<file path="src/rtl/tpc_pkg.sv">
package tpc_pkg;

  localparam int BYTE_W = 8;
  localparam int WORD_W = 2 * BYTE_W;

  typedef enum logic [1:0] {
    ST_IDLE = 2'd0,
    ST_BODY = 2'd1,
    ST_CKLO = 2'd2,
    ST_CKHI = 2'd3
  } tpc_state_e;

  // Add two words; a carry out of the top bit re-enters at bit 0.
  function automatic logic [WORD_W-1:0] eac_add(input logic [WORD_W-1:0] a,
                                                input logic [WORD_W-1:0] b);
    logic [WORD_W:0] s;
    s = {1'b0, a} + {1'b0, b};
    return s[WORD_W-1:0] + {{(WORD_W-1){1'b0}}, s[WORD_W]};
  endfunction

  // Little-endian packing: first byte low, second byte high.
  function automatic logic [WORD_W-1:0] join_le(input logic [BYTE_W-1:0] lo,
                                                input logic [BYTE_W-1:0] hi);
    return {hi, lo};
  endfunction

endpackage

</file>
<file path="src/rtl/tpc_frame_ctl.sv">
module tpc_frame_ctl
  import tpc_pkg::*;
(
  input  logic clk,
  input  logic rst_n,
  input  logic valid,
  input  logic sop,
  input  logic eod,
  output logic restart,
  output logic body_take,
  output logic cklo_take,
  output logic ckhi_take
);

  tpc_state_e state_q, state_d;

  always_comb begin
    restart   = valid & sop;
    body_take = valid & (sop | (state_q == ST_BODY));
    cklo_take = valid & ~sop & (state_q == ST_CKLO);
    ckhi_take = valid & ~sop & (state_q == ST_CKHI);
  end

  always_comb begin
    state_d = state_q;
    if (restart)                state_d = eod ? ST_CKLO : ST_BODY;
    else if (body_take && eod)  state_d = ST_CKLO;
    else if (cklo_take)         state_d = ST_CKHI;
    else if (ckhi_take)         state_d = ST_IDLE;
  end

  always_ff @(posedge clk or negedge rst_n) begin
    if (!rst_n) state_q <= ST_IDLE;
    else        state_q <= state_d;
  end

  // a byte is either summed or a checksum byte, never both
  assert_one_role_R4: assert property (@(posedge clk) disable iff (!rst_n)
    $onehot0({body_take, cklo_take, ckhi_take}));

  // the end-marked byte is followed by the low checksum byte slot
  assert_eod_to_cklo_R4: assert property (@(posedge clk) disable iff (!rst_n)
    (body_take && eod) |=> (state_q == ST_CKLO));

endmodule

</file>
<file path="src/rtl/tpc_pair.sv">
module tpc_pair
  import tpc_pkg::*;
(
  input  logic              clk,
  input  logic              rst_n,
  input  logic              take,
  input  logic              restart,
  input  logic              eod,
  input  logic [BYTE_W-1:0] byte_in,
  output logic              word_valid,
  output logic [WORD_W-1:0] word
);

  logic              hi_phase_q;
  logic [BYTE_W-1:0] lo_q;
  logic              eff_hi;

  always_comb begin
    eff_hi     = restart ? 1'b0 : hi_phase_q;
    word_valid = take & (eff_hi | eod);
    word       = eff_hi ? join_le(lo_q, byte_in) : join_le(byte_in, '0);
  end

  always_ff @(posedge clk or negedge rst_n) begin
    if (!rst_n) begin
      hi_phase_q <= 1'b0;
      lo_q       <= '0;
    end else if (take) begin
      if (word_valid) begin
        hi_phase_q <= 1'b0;
      end else begin
        hi_phase_q <= 1'b1;
        lo_q       <= byte_in;
      end
    end
  end

  // a start byte always lands in the low half of a fresh pair
  assert_start_low_half_R6: assert property (@(posedge clk) disable iff (!rst_n)
    (take && restart && !eod) |=> hi_phase_q);

  // the last summed byte is always flushed into the sum
  assert_tail_flushed_R3: assert property (@(posedge clk) disable iff (!rst_n)
    (take && eod) |-> word_valid);

endmodule

</file>
<file path="src/rtl/tpc_accum.sv">
module tpc_accum
  import tpc_pkg::*;
(
  input  logic              clk,
  input  logic              rst_n,
  input  logic              restart,
  input  logic              word_valid,
  input  logic [WORD_W-1:0] word,
  output logic [WORD_W-1:0] acc
);

  logic [WORD_W-1:0] acc_q, base, acc_d;

  always_comb begin
    base  = restart ? '0 : acc_q;
    acc_d = word_valid ? eac_add(base, word) : base;
  end

  always_ff @(posedge clk or negedge rst_n) begin
    if (!rst_n) acc_q <= '0;
    else        acc_q <= acc_d;
  end

  assign acc = acc_q;

  // a start byte that completes no word leaves a cleared sum
  assert_start_clears_R6: assert property (@(posedge clk) disable iff (!rst_n)
    (restart && !word_valid) |=> (acc_q == '0));

  // with the carry wrapped back, a nonzero addend never yields zero
  assert_eac_nonzero_R2: assert property (@(posedge clk) disable iff (!rst_n)
    (word_valid && (word != '0)) |=> (acc_q != '0));

endmodule

</file>
<file path="src/rtl/tpc_verify.sv">
module tpc_verify
  import tpc_pkg::*;
#(
  parameter int ERR_CNT_W = 8
) (
  input  logic                 clk,
  input  logic                 rst_n,
  input  logic                 restart,
  input  logic                 cklo_take,
  input  logic                 ckhi_take,
  input  logic [BYTE_W-1:0]    byte_in,
  input  logic [WORD_W-1:0]    acc,
  output logic                 done,
  output logic                 match,
  output logic [ERR_CNT_W-1:0] err_cnt
);

  localparam logic [ERR_CNT_W-1:0] CNT_MAX = '1;
  localparam logic [ERR_CNT_W-1:0] CNT_ONE = ERR_CNT_W'(1);

  logic [BYTE_W-1:0]    rx_lo_q;
  logic                 done_q, match_q;
  logic [ERR_CNT_W-1:0] cnt_q;
  logic                 hit;

  assign hit = (join_le(rx_lo_q, byte_in) == acc);

  always_ff @(posedge clk or negedge rst_n) begin
    if (!rst_n) begin
      rx_lo_q <= '0;
      done_q  <= 1'b0;
      match_q <= 1'b0;
      cnt_q   <= '0;
    end else begin
      if (restart) begin
        done_q  <= 1'b0;
        match_q <= 1'b0;
      end
      if (cklo_take) rx_lo_q <= byte_in;
      if (ckhi_take) begin
        done_q  <= 1'b1;
        match_q <= hit;
        if (!hit && (cnt_q != CNT_MAX)) cnt_q <= cnt_q + CNT_ONE;
      end
    end
  end

  assign done    = done_q;
  assign match   = match_q;
  assign err_cnt = cnt_q;

  // the result is posted one cycle after the second checksum byte
  assert_done_after_ckhi_R8: assert property (@(posedge clk) disable iff (!rst_n)
    ckhi_take |=> done_q);

  // the result holds until a start byte is accepted
  assert_result_holds_R8: assert property (@(posedge clk) disable iff (!rst_n)
    (done_q && !restart) |=> (done_q && $stable(match_q)));

  // each mismatch below the ceiling adds exactly one
  assert_cnt_step_R9: assert property (@(posedge clk) disable iff (!rst_n)
    (ckhi_take && !hit && (cnt_q != CNT_MAX)) |=> (cnt_q == $past(cnt_q) + CNT_ONE));

  // the counter never wraps past its ceiling
  assert_cnt_saturates_R9: assert property (@(posedge clk) disable iff (!rst_n)
    (cnt_q == CNT_MAX) |=> (cnt_q == CNT_MAX));

  // a reported mismatch is always reflected in the counter
  assert_miss_counted_R5: assert property (@(posedge clk) disable iff (!rst_n)
    ($rose(done_q) && !match_q) |-> (cnt_q != '0));

endmodule

</file>
<file path="src/rtl/tape_pkt_csum.sv">
module tape_pkt_csum
  import tpc_pkg::*;
#(
  parameter int ERR_CNT_W = 8
) (
  input  logic                 clk,
  input  logic                 rst_n,
  input  logic                 in_valid,
  input  logic                 in_sop,
  input  logic                 in_eod,
  input  logic [7:0]           in_byte,
  output logic [15:0]          csum_o,
  output logic                 done_o,
  output logic                 match_o,
  output logic [ERR_CNT_W-1:0] err_cnt_o
);

  logic              restart, body_take, cklo_take, ckhi_take;
  logic              word_valid;
  logic [WORD_W-1:0] word, acc;

  tpc_frame_ctl u_ctl (
    .clk       (clk),
    .rst_n     (rst_n),
    .valid     (in_valid),
    .sop       (in_sop),
    .eod       (in_eod),
    .restart   (restart),
    .body_take (body_take),
    .cklo_take (cklo_take),
    .ckhi_take (ckhi_take)
  );

  tpc_pair u_pair (
    .clk        (clk),
    .rst_n      (rst_n),
    .take       (body_take),
    .restart    (restart),
    .eod        (in_eod),
    .byte_in    (in_byte),
    .word_valid (word_valid),
    .word       (word)
  );

  tpc_accum u_acc (
    .clk        (clk),
    .rst_n      (rst_n),
    .restart    (restart),
    .word_valid (word_valid),
    .word       (word),
    .acc        (acc)
  );

  tpc_verify #(.ERR_CNT_W(ERR_CNT_W)) u_ver (
    .clk       (clk),
    .rst_n     (rst_n),
    .restart   (restart),
    .cklo_take (cklo_take),
    .ckhi_take (ckhi_take),
    .byte_in   (in_byte),
    .acc       (acc),
    .done      (done_o),
    .match     (match_o),
    .err_cnt   (err_cnt_o)
  );

  assign csum_o = acc;

  // checksum bytes never move the sum
  assert_ck_not_summed_R4: assert property (@(posedge clk) disable iff (!rst_n)
    (cklo_take || ckhi_take) |=> $stable(csum_o));

  // idle cycles change none of the outputs
  assert_idle_quiet_R7: assert property (@(posedge clk) disable iff (!rst_n)
    !in_valid |=> ($stable(csum_o) && $stable(done_o) && $stable(err_cnt_o)));

endmodule

</file>
<file path="config.mk">
export PLATFORM = sky130hd
export DESIGN_NAME = tape_pkt_csum
export DESIGN_NICKNAME = d
export VERILOG_FILES = /design/src/rtl/tpc_pkg.sv /design/src/rtl/tpc_frame_ctl.sv /design/src/rtl/tpc_pair.sv /design/src/rtl/tpc_accum.sv /design/src/rtl/tpc_verify.sv /design/src/rtl/tape_pkt_csum.sv
export SDC_FILE = /design/constraint.sdc
export NUM_CORES = 1
export LEC_CHECK = 0
export ABC_AREA = 1
export BUFFER_PORTS_ARGS = -buffer_cell sky130_fd_sc_hd__buf_2
export CAP_MARGIN = 30
export CORE_ASPECT_RATIO = 0.6
export CORE_MARGIN = 2
export CORE_UTILIZATION = 35
export CTS_BUF_LIST = sky130_fd_sc_hd__clkbuf_16
export DETAILED_ROUTE_END_ITERATION = 8
export GPL_ROUTABILITY_DRIVEN = 0
export PLACE_DENSITY_LB_ADDON = 0.15
export SLEW_MARGIN = 20
export SYNTH_ARGS = -nofsm -noshare
export SYNTH_HDL_FRONTEND = slang
export SYNTH_SLANG_ARGS = --single-unit
</file>
<file path="constraint.sdc">
create_clock -name clk -period 9.02 [get_ports clk]
set_clock_uncertainty 0.05 [all_clocks]
set_input_delay 1.353 -clock clk [delete_from_list [all_inputs] [get_ports clk]]
set_output_delay 1.353 -clock clk [all_outputs]
set_load 0.05 [all_outputs]
</file>
# [Yosys cells after proc, flatten, opt, wreduce, memory -nomap -nowiden]
# Cells that the tools add are included.
[totals] regBits=45 input_bits=13 output_inout_bits=26 wordCells=46
[op_classes] add_sub_neg=3 n_eq_ne=5 n_mux=13 n_bitwise=10 reduce_logical=7
[ops] cell="$mux 16" count=3
[ops] cell="$add 16x16->17" count=1
[ops] cell="$add 16x1->16" count=1
[ops] cell="$eq 16x16->1" count=1
[ops] cell="$mux 2" count=5
[ops] cell="$add 8x1->8 const B" count=1
[ops] cell="$ne 8x8->1 const B" count=1
[ops] cell="$and 1x1->1" count=6
[ops] cell="$mux 1" count=5
[ops] cell="$eq 2x2->1 const B" count=2
[ops] cell="$reduce_and 2->1" count=2
[ops] cell="$reduce_bool 4->1" count=1
[ops] cell="$eq 2x1->1 const B" count=1
[ops] cell="$logic_and 1x1->1" count=2
[ops] cell="$not 1->1" count=2
[ops] cell="$or 1x1->1" count=2
[ops] cell="$reduce_bool 2->1" count=1
[ops] cell="$logic_not 1->1" count=1

# [Longest topological paths before layout]
[logic_depth] word_depth=7 ltp_mapped=31

# [Modules after synthesis]
# Synthesis repeated with hierarchy kept, for this count alone.
[unflattened] cells_unflattened=623 hier_area_um2=3921.3
[by_module_without_submodules] module="tpc_accum" n_inst=1 cells_each=344 area_per_inst_um2=2009.4
[by_module_without_submodules] module="tpc_verify" n_inst=1 cells_each=181 area_per_inst_um2=1171.1
[by_module_without_submodules] module="tpc_pair" n_inst=1 cells_each=76 area_per_inst_um2=583.1
[by_module_without_submodules] module="tpc_frame_ctl" n_inst=1 cells_each=22 area_per_inst_um2=157.7

# [Worst setup path after synthesis]
# OpenSTA, ideal clock, no wires.
[synth_path] path_type="input to register" start="in in_valid" end="reg u_acc.acc_q[14], in the netlist u_acc.acc[14]" setup_ns=0.116 arrival_ns=4.755 required_ns=8.854 setup_slack_ns=4.099 path_stages=31 cell_sequence="nand2_1 > inv_2 > nor2_2 > clkbuf_1 > nand2_1 > o21ai_0 > ha_1 > inv_1 > fa_1 > inv_1 > nand3_1 > nand2_2 > nand2_4 > nand2_4 > nand2_1 > nand2_2 > a21oi_1 > o21bai_1 > ha_1 > ha_1 > inv_1 > nor2_2 > nand2_2 > nor2_2 > nand2_2 > nor2_4 > nand3_2 > nor2_1 > nor2_1 > nand2_1 > nand2_1"
[synth_between] elab_chain_cells=6 word_cells_on_any_way=10
[synth_lines] element="start: declaration" line="tape_pkt_csum.sv:8" source="input logic in_valid,"
[synth_lines] element="$and 1x1->1" line="tpc_frame_ctl.sv:18" source="restart = valid & sop;"
[synth_lines] element="$mux 1" line="tpc_pair.sv:19" source="eff_hi = restart ? 1'b0 : hi_phase_q;"
[synth_lines] element="$mux 16" line="tpc_pair.sv:21" source="word = eff_hi ? join_le(lo_q, byte_in) : join_le(byte_in, '0);"
[synth_lines] element="$add 16x16->17" line="tpc_pkg.sv:17" source="s = {1'b0, a} + {1'b0, b};"
[synth_lines] element="$add 16x1->16" line="tpc_pkg.sv:18" source="return s[WORD_W-1:0] + {{(WORD_W-1){1'b0}}, s[WORD_W]};"
[synth_lines] element="$mux 16 *" line="tpc_accum.sv:16" source="acc_d = word_valid ? eac_add(base, word) : base;"
[synth_lines] element="named net u_acc.acc_d[14]" line="tpc_accum.sv:12" source="logic [WORD_W-1:0] acc_q, base, acc_d;"
[synth_lines] element="end signal: assignment" line="tpc_accum.sv:20" source="if (!rst_n) acc_q <= '0;"
[synth_lines] element="end signal: assignment" line="tpc_accum.sv:21" source="else acc_q <= acc_d;"
[synth_lines] element="end: declaration" line="tpc_accum.sv:12"
# Mark *: on every way through the listed nets, which the timed path passes. The rest lies on a longest branch.
# A chain may end at the register's enable or synchronous reset.

# [Worst setup path in the final report]
# Same ends and word-level chain as after synthesis.

==> results.json <==
{
  "status": "complete, no violations",
  "cts_root_buffer": "clkbuf_16",
  "grt_max_degree": 30,
  "ys.flop_type": "dfrtp_1",
  "finalHoldViolCount": 0,
  "seqCellArea_sq_um": 1126,
  "synthToLayoutAreaGrowth_pct": 13.78,
  "place_inst": 732,
  "synthCells": 560,
  "tritoncts": "built",
  "firstDrtPassIters": 5,
  "io_buffers": 38,
  "period_needed_ns": 5.695,
  "muxShareOfSynthArea_pct": 0,
  "synth_xor_area_share_pct": 4.916,
  "grt_pass1_vias": 3215,
  "hold_path.class": "flip-flop to flip-flop",
  "cts_resized": 0,
  "nFillCells": 1122,
  "htreeDepth": 2,
  "clock_sinks": 45,
  "grt_first_pass_wirelength_um": 16880,
  "die-area_sq_um": 11560,
  "initial_core_util_pct": 35.68,
  "synth_fp_nets": 593,
  "fin_nets": 633,
  "fp.dieH_um": 84.09,
  "cp_max_fo": 16,
  "holdWs_ns": 0.4378,
  "ys_warn_count": 0,
  "power.density_nw_per_um2": 328.6,
  "hold_buffers": 0,
  "track_usage_pct": 19.22,
  "grt_antenna_before_repair": 0,
  "cts_buffer_depth": 2,
  "yosys.area_share.simple_pct": 39.00,
  "synth_cell_type_count": 37,
  "layout-drive-gt1-share_pct": 16.81,
  "io_pins": 39,
  "cap_violations": 0,
  "synth-compound-area-share_pct": 8.729,
  "synth-seq-cells": 45,
  "setup_tns_ns": 0,
  "slew_headroom_pct": 64.52,
  "rrSetupSlack_ns": 4.61,
  "avgSynthCellArea_sq_um": 6.681,
  "critPathMaxStageDelay_ns": 0.45,
  "rows": 29,
  "final_cell_count_no_fill": 740,
  "clkTransAtPathRegs_ns": 0.06,
  "ant_nets": 0,
  "cp.arrival_ns": 5.82,
  "rsz0062_at_grt": "false",
  "multi_input_area_sq_um": 2227,
  "dieWidth_um": 137.5,
  "first_iter_violations": 272,
  "wl_per_cell_um": 14.39,
  "crit_path_end_kind": "flip-flop",
  "setup_viol": 0,
  "route.vias.total": 3605,
  "worst_path_max_delay_cell": "nor2_2",
  "synth_edf_count": 0,
  "drc_errors": 0,
  "fmax_mhz": 175.6,
  "final_max_slew_viol_count": 0,
  "power.leakage_nw": 2.359,
  "insertion_delay_ns": 0.29,
  "power_mw": 1.399,
  "pre_cts_ws_ns": 3.021,
  "synth-adder-area-share_pct": 6.890,
  "worstMarginPinSlew_ns": 0.5306,
  "synth_area_sq_um": 3741,
  "hpwl_um": 8913,
  "worst_slack_ns": 3.325,
  "vias_per_cell": 4.872,
  "crit_type": "input port to flip-flop",
  "core-area_sq_um": 10490,
  "fin_crit_sh_pct": 63.14,
  "cts_setup_buffers": 0,
  "cts-buffers-inserted": 5,
  "seq_area_frac_synth_pct": 30.10,
  "synthArstFlopShare_pct": 100.0,
  "antenna_cells": 0,
  "ir_drop_v": 0.0001609,
  "grt_overflow": 0,
  "synth_top_family_by_area": "simple AND/OR/NAND/NOR gates",
  "start_kind": "input port",
  "routed_wl_um": 10650,
  "required_ns": 9.15
}
[final timing paths]
path,start,end,cells after the start
worst max-delay path,in_valid,u_acc.acc[14],30
worst min-delay path,u_pair.lo_q[1],u_pair.lo_q[1],2
worst max register to register,u_pair.hi_phase_q,u_acc.acc[14],28
worst min register to register,u_pair.lo_q[1],u_pair.lo_q[1],2
max in group asynchronous,rst_n,u_acc.acc[14],2
min in group asynchronous,rst_n,u_ver.rx_lo_q[3],1
[report_power, final]
group | switching [mW] | internal [mW]
registers | 0.0687 | 0.276
logic | 0.594 | 0.254
clock network | 0.0773 | 0.129
[area by class of cell]
| type | count | share of cell area, % |
|---|---|---|
| Tap cell | 139 | 4.086 |
| Clock inverter | 3 | 0.8818 |
| Clock buffer | 5 | 2.939 |
| Timing Repair Buffer | 40 | 5.115 |
| Multi-Input combinational cell | 415 | 52.32 |
| Inverter | 93 | 8.201 |
| Sequential cell | 45 | 26.46 |
[worst max-delay path: cells and delay by family]
family	cells	cell delay, ns
simple gates	18	2.22
buf+inv	6	0.93
fa+ha+maj	3	0.79
compound gates	3	0.51
[synthesized netlist by cell type, types with 2 or more instances]
master | instances | area [sq um]
nand2_1 | 168 | 630.6
inv_1 | 88 | 330.3
nor2_1 | 50 | 187.7
dfrtp_1 | 45 | 1126
nand3_1 | 33 | 165.2
o21ai_0 | 32 | 160.2
nand2_2 | 22 | 137.6
ha_1 | 19 | 237.7
a21oi_1 | 14 | 70.07
xor2_1 | 13 | 113.9
nor2_2 | 8 | 50.05
nor3_1 | 8 | 40.04
xnor2_1 | 8 | 70.07
nand2_4 | 6 | 67.56
nand3_2 | 6 | 60.06
nand4_1 | 5 | 31.28
clkbuf_1 | 4 | 15.01
inv_2 | 4 | 15.01
nor2_4 | 3 | 33.78
o21ai_1 | 3 | 15.01
a21oi_2 | 2 | 17.52
a31oi_1 | 2 | 12.51
o21bai_1 | 2 | 15.01
o31ai_1 | 2 | 15.01
[kinds of logic (layout without fill, tap and decap cells)]
| family | after synthesis | after routing |
|---|---|---|
| AOI/OAI and AO/OA | 59 | 59 |
| DFF | 45 | 45 |
| and+or+nand+nor | 315 | 315 |
| xor gates and xnor gates | 21 | 21 |
| adders and majority gates | 20 | 20 |
| buffers and inverters | 100 | 141 |
[sequential cells by signal (all words and copies together), names as in the netlist]
register	cells
u_ver.match	1
u_acc.acc	16
u_ver.done	1
u_pair.lo_q	8
u_ctl.state_q	2
u_pair.hi_phase_q	1
u_ver.err_cnt	8
u_ver.rx_lo_q	8
[cells in the final DEF (no fill, tap or decap), types with 2 or more instances in the layout]
master / count
nor2_4: 3
nand3_2: 6
nand2_4: 6
xnor2_1: 8
nand2_2: 22
inv_1: 89
nand2_1: 168
clkbuf_16: 5
nor3_1: 8
nand4_1: 5
a21oi_1: 14
xor2_1: 13
buf_2: 38
o21ai_1: 3
a21oi_2: 2
o21bai_1: 2
a31oi_1: 2
nand3_1: 33
ha_1: 19
dfrtp_1: 45
nor2_1: 50
inv_2: 4
nor2_2: 8
o31ai_1: 2
o21ai_0: 32
clkinv_1: 2
[per-stage QoR]
step,utilization (%),instance area [sq um]
final,40.59,4257
after global routing,40.59,4257
after CTS,40.59,4257
after detailed placement,39.04,4094
after global placement,38.85,4074
after floorplan,-,3741
[metal layers]
| layer | up-vias | global-route usage, % | share of wire (%) |
|---|---|---|---|
| met1 | 1699 | 32.29 | 57 |
| met5 | - | 0 | 0 |
| met3 | 8 | 3.400 | 4.3 |
| li1 | 1825 | - | - |
| met2 | 73 | 25.24 | 38 |
| met4 | 0 | 2.530 | 0.58 |
No activity file was read; power rests on OpenSTA's default activity.
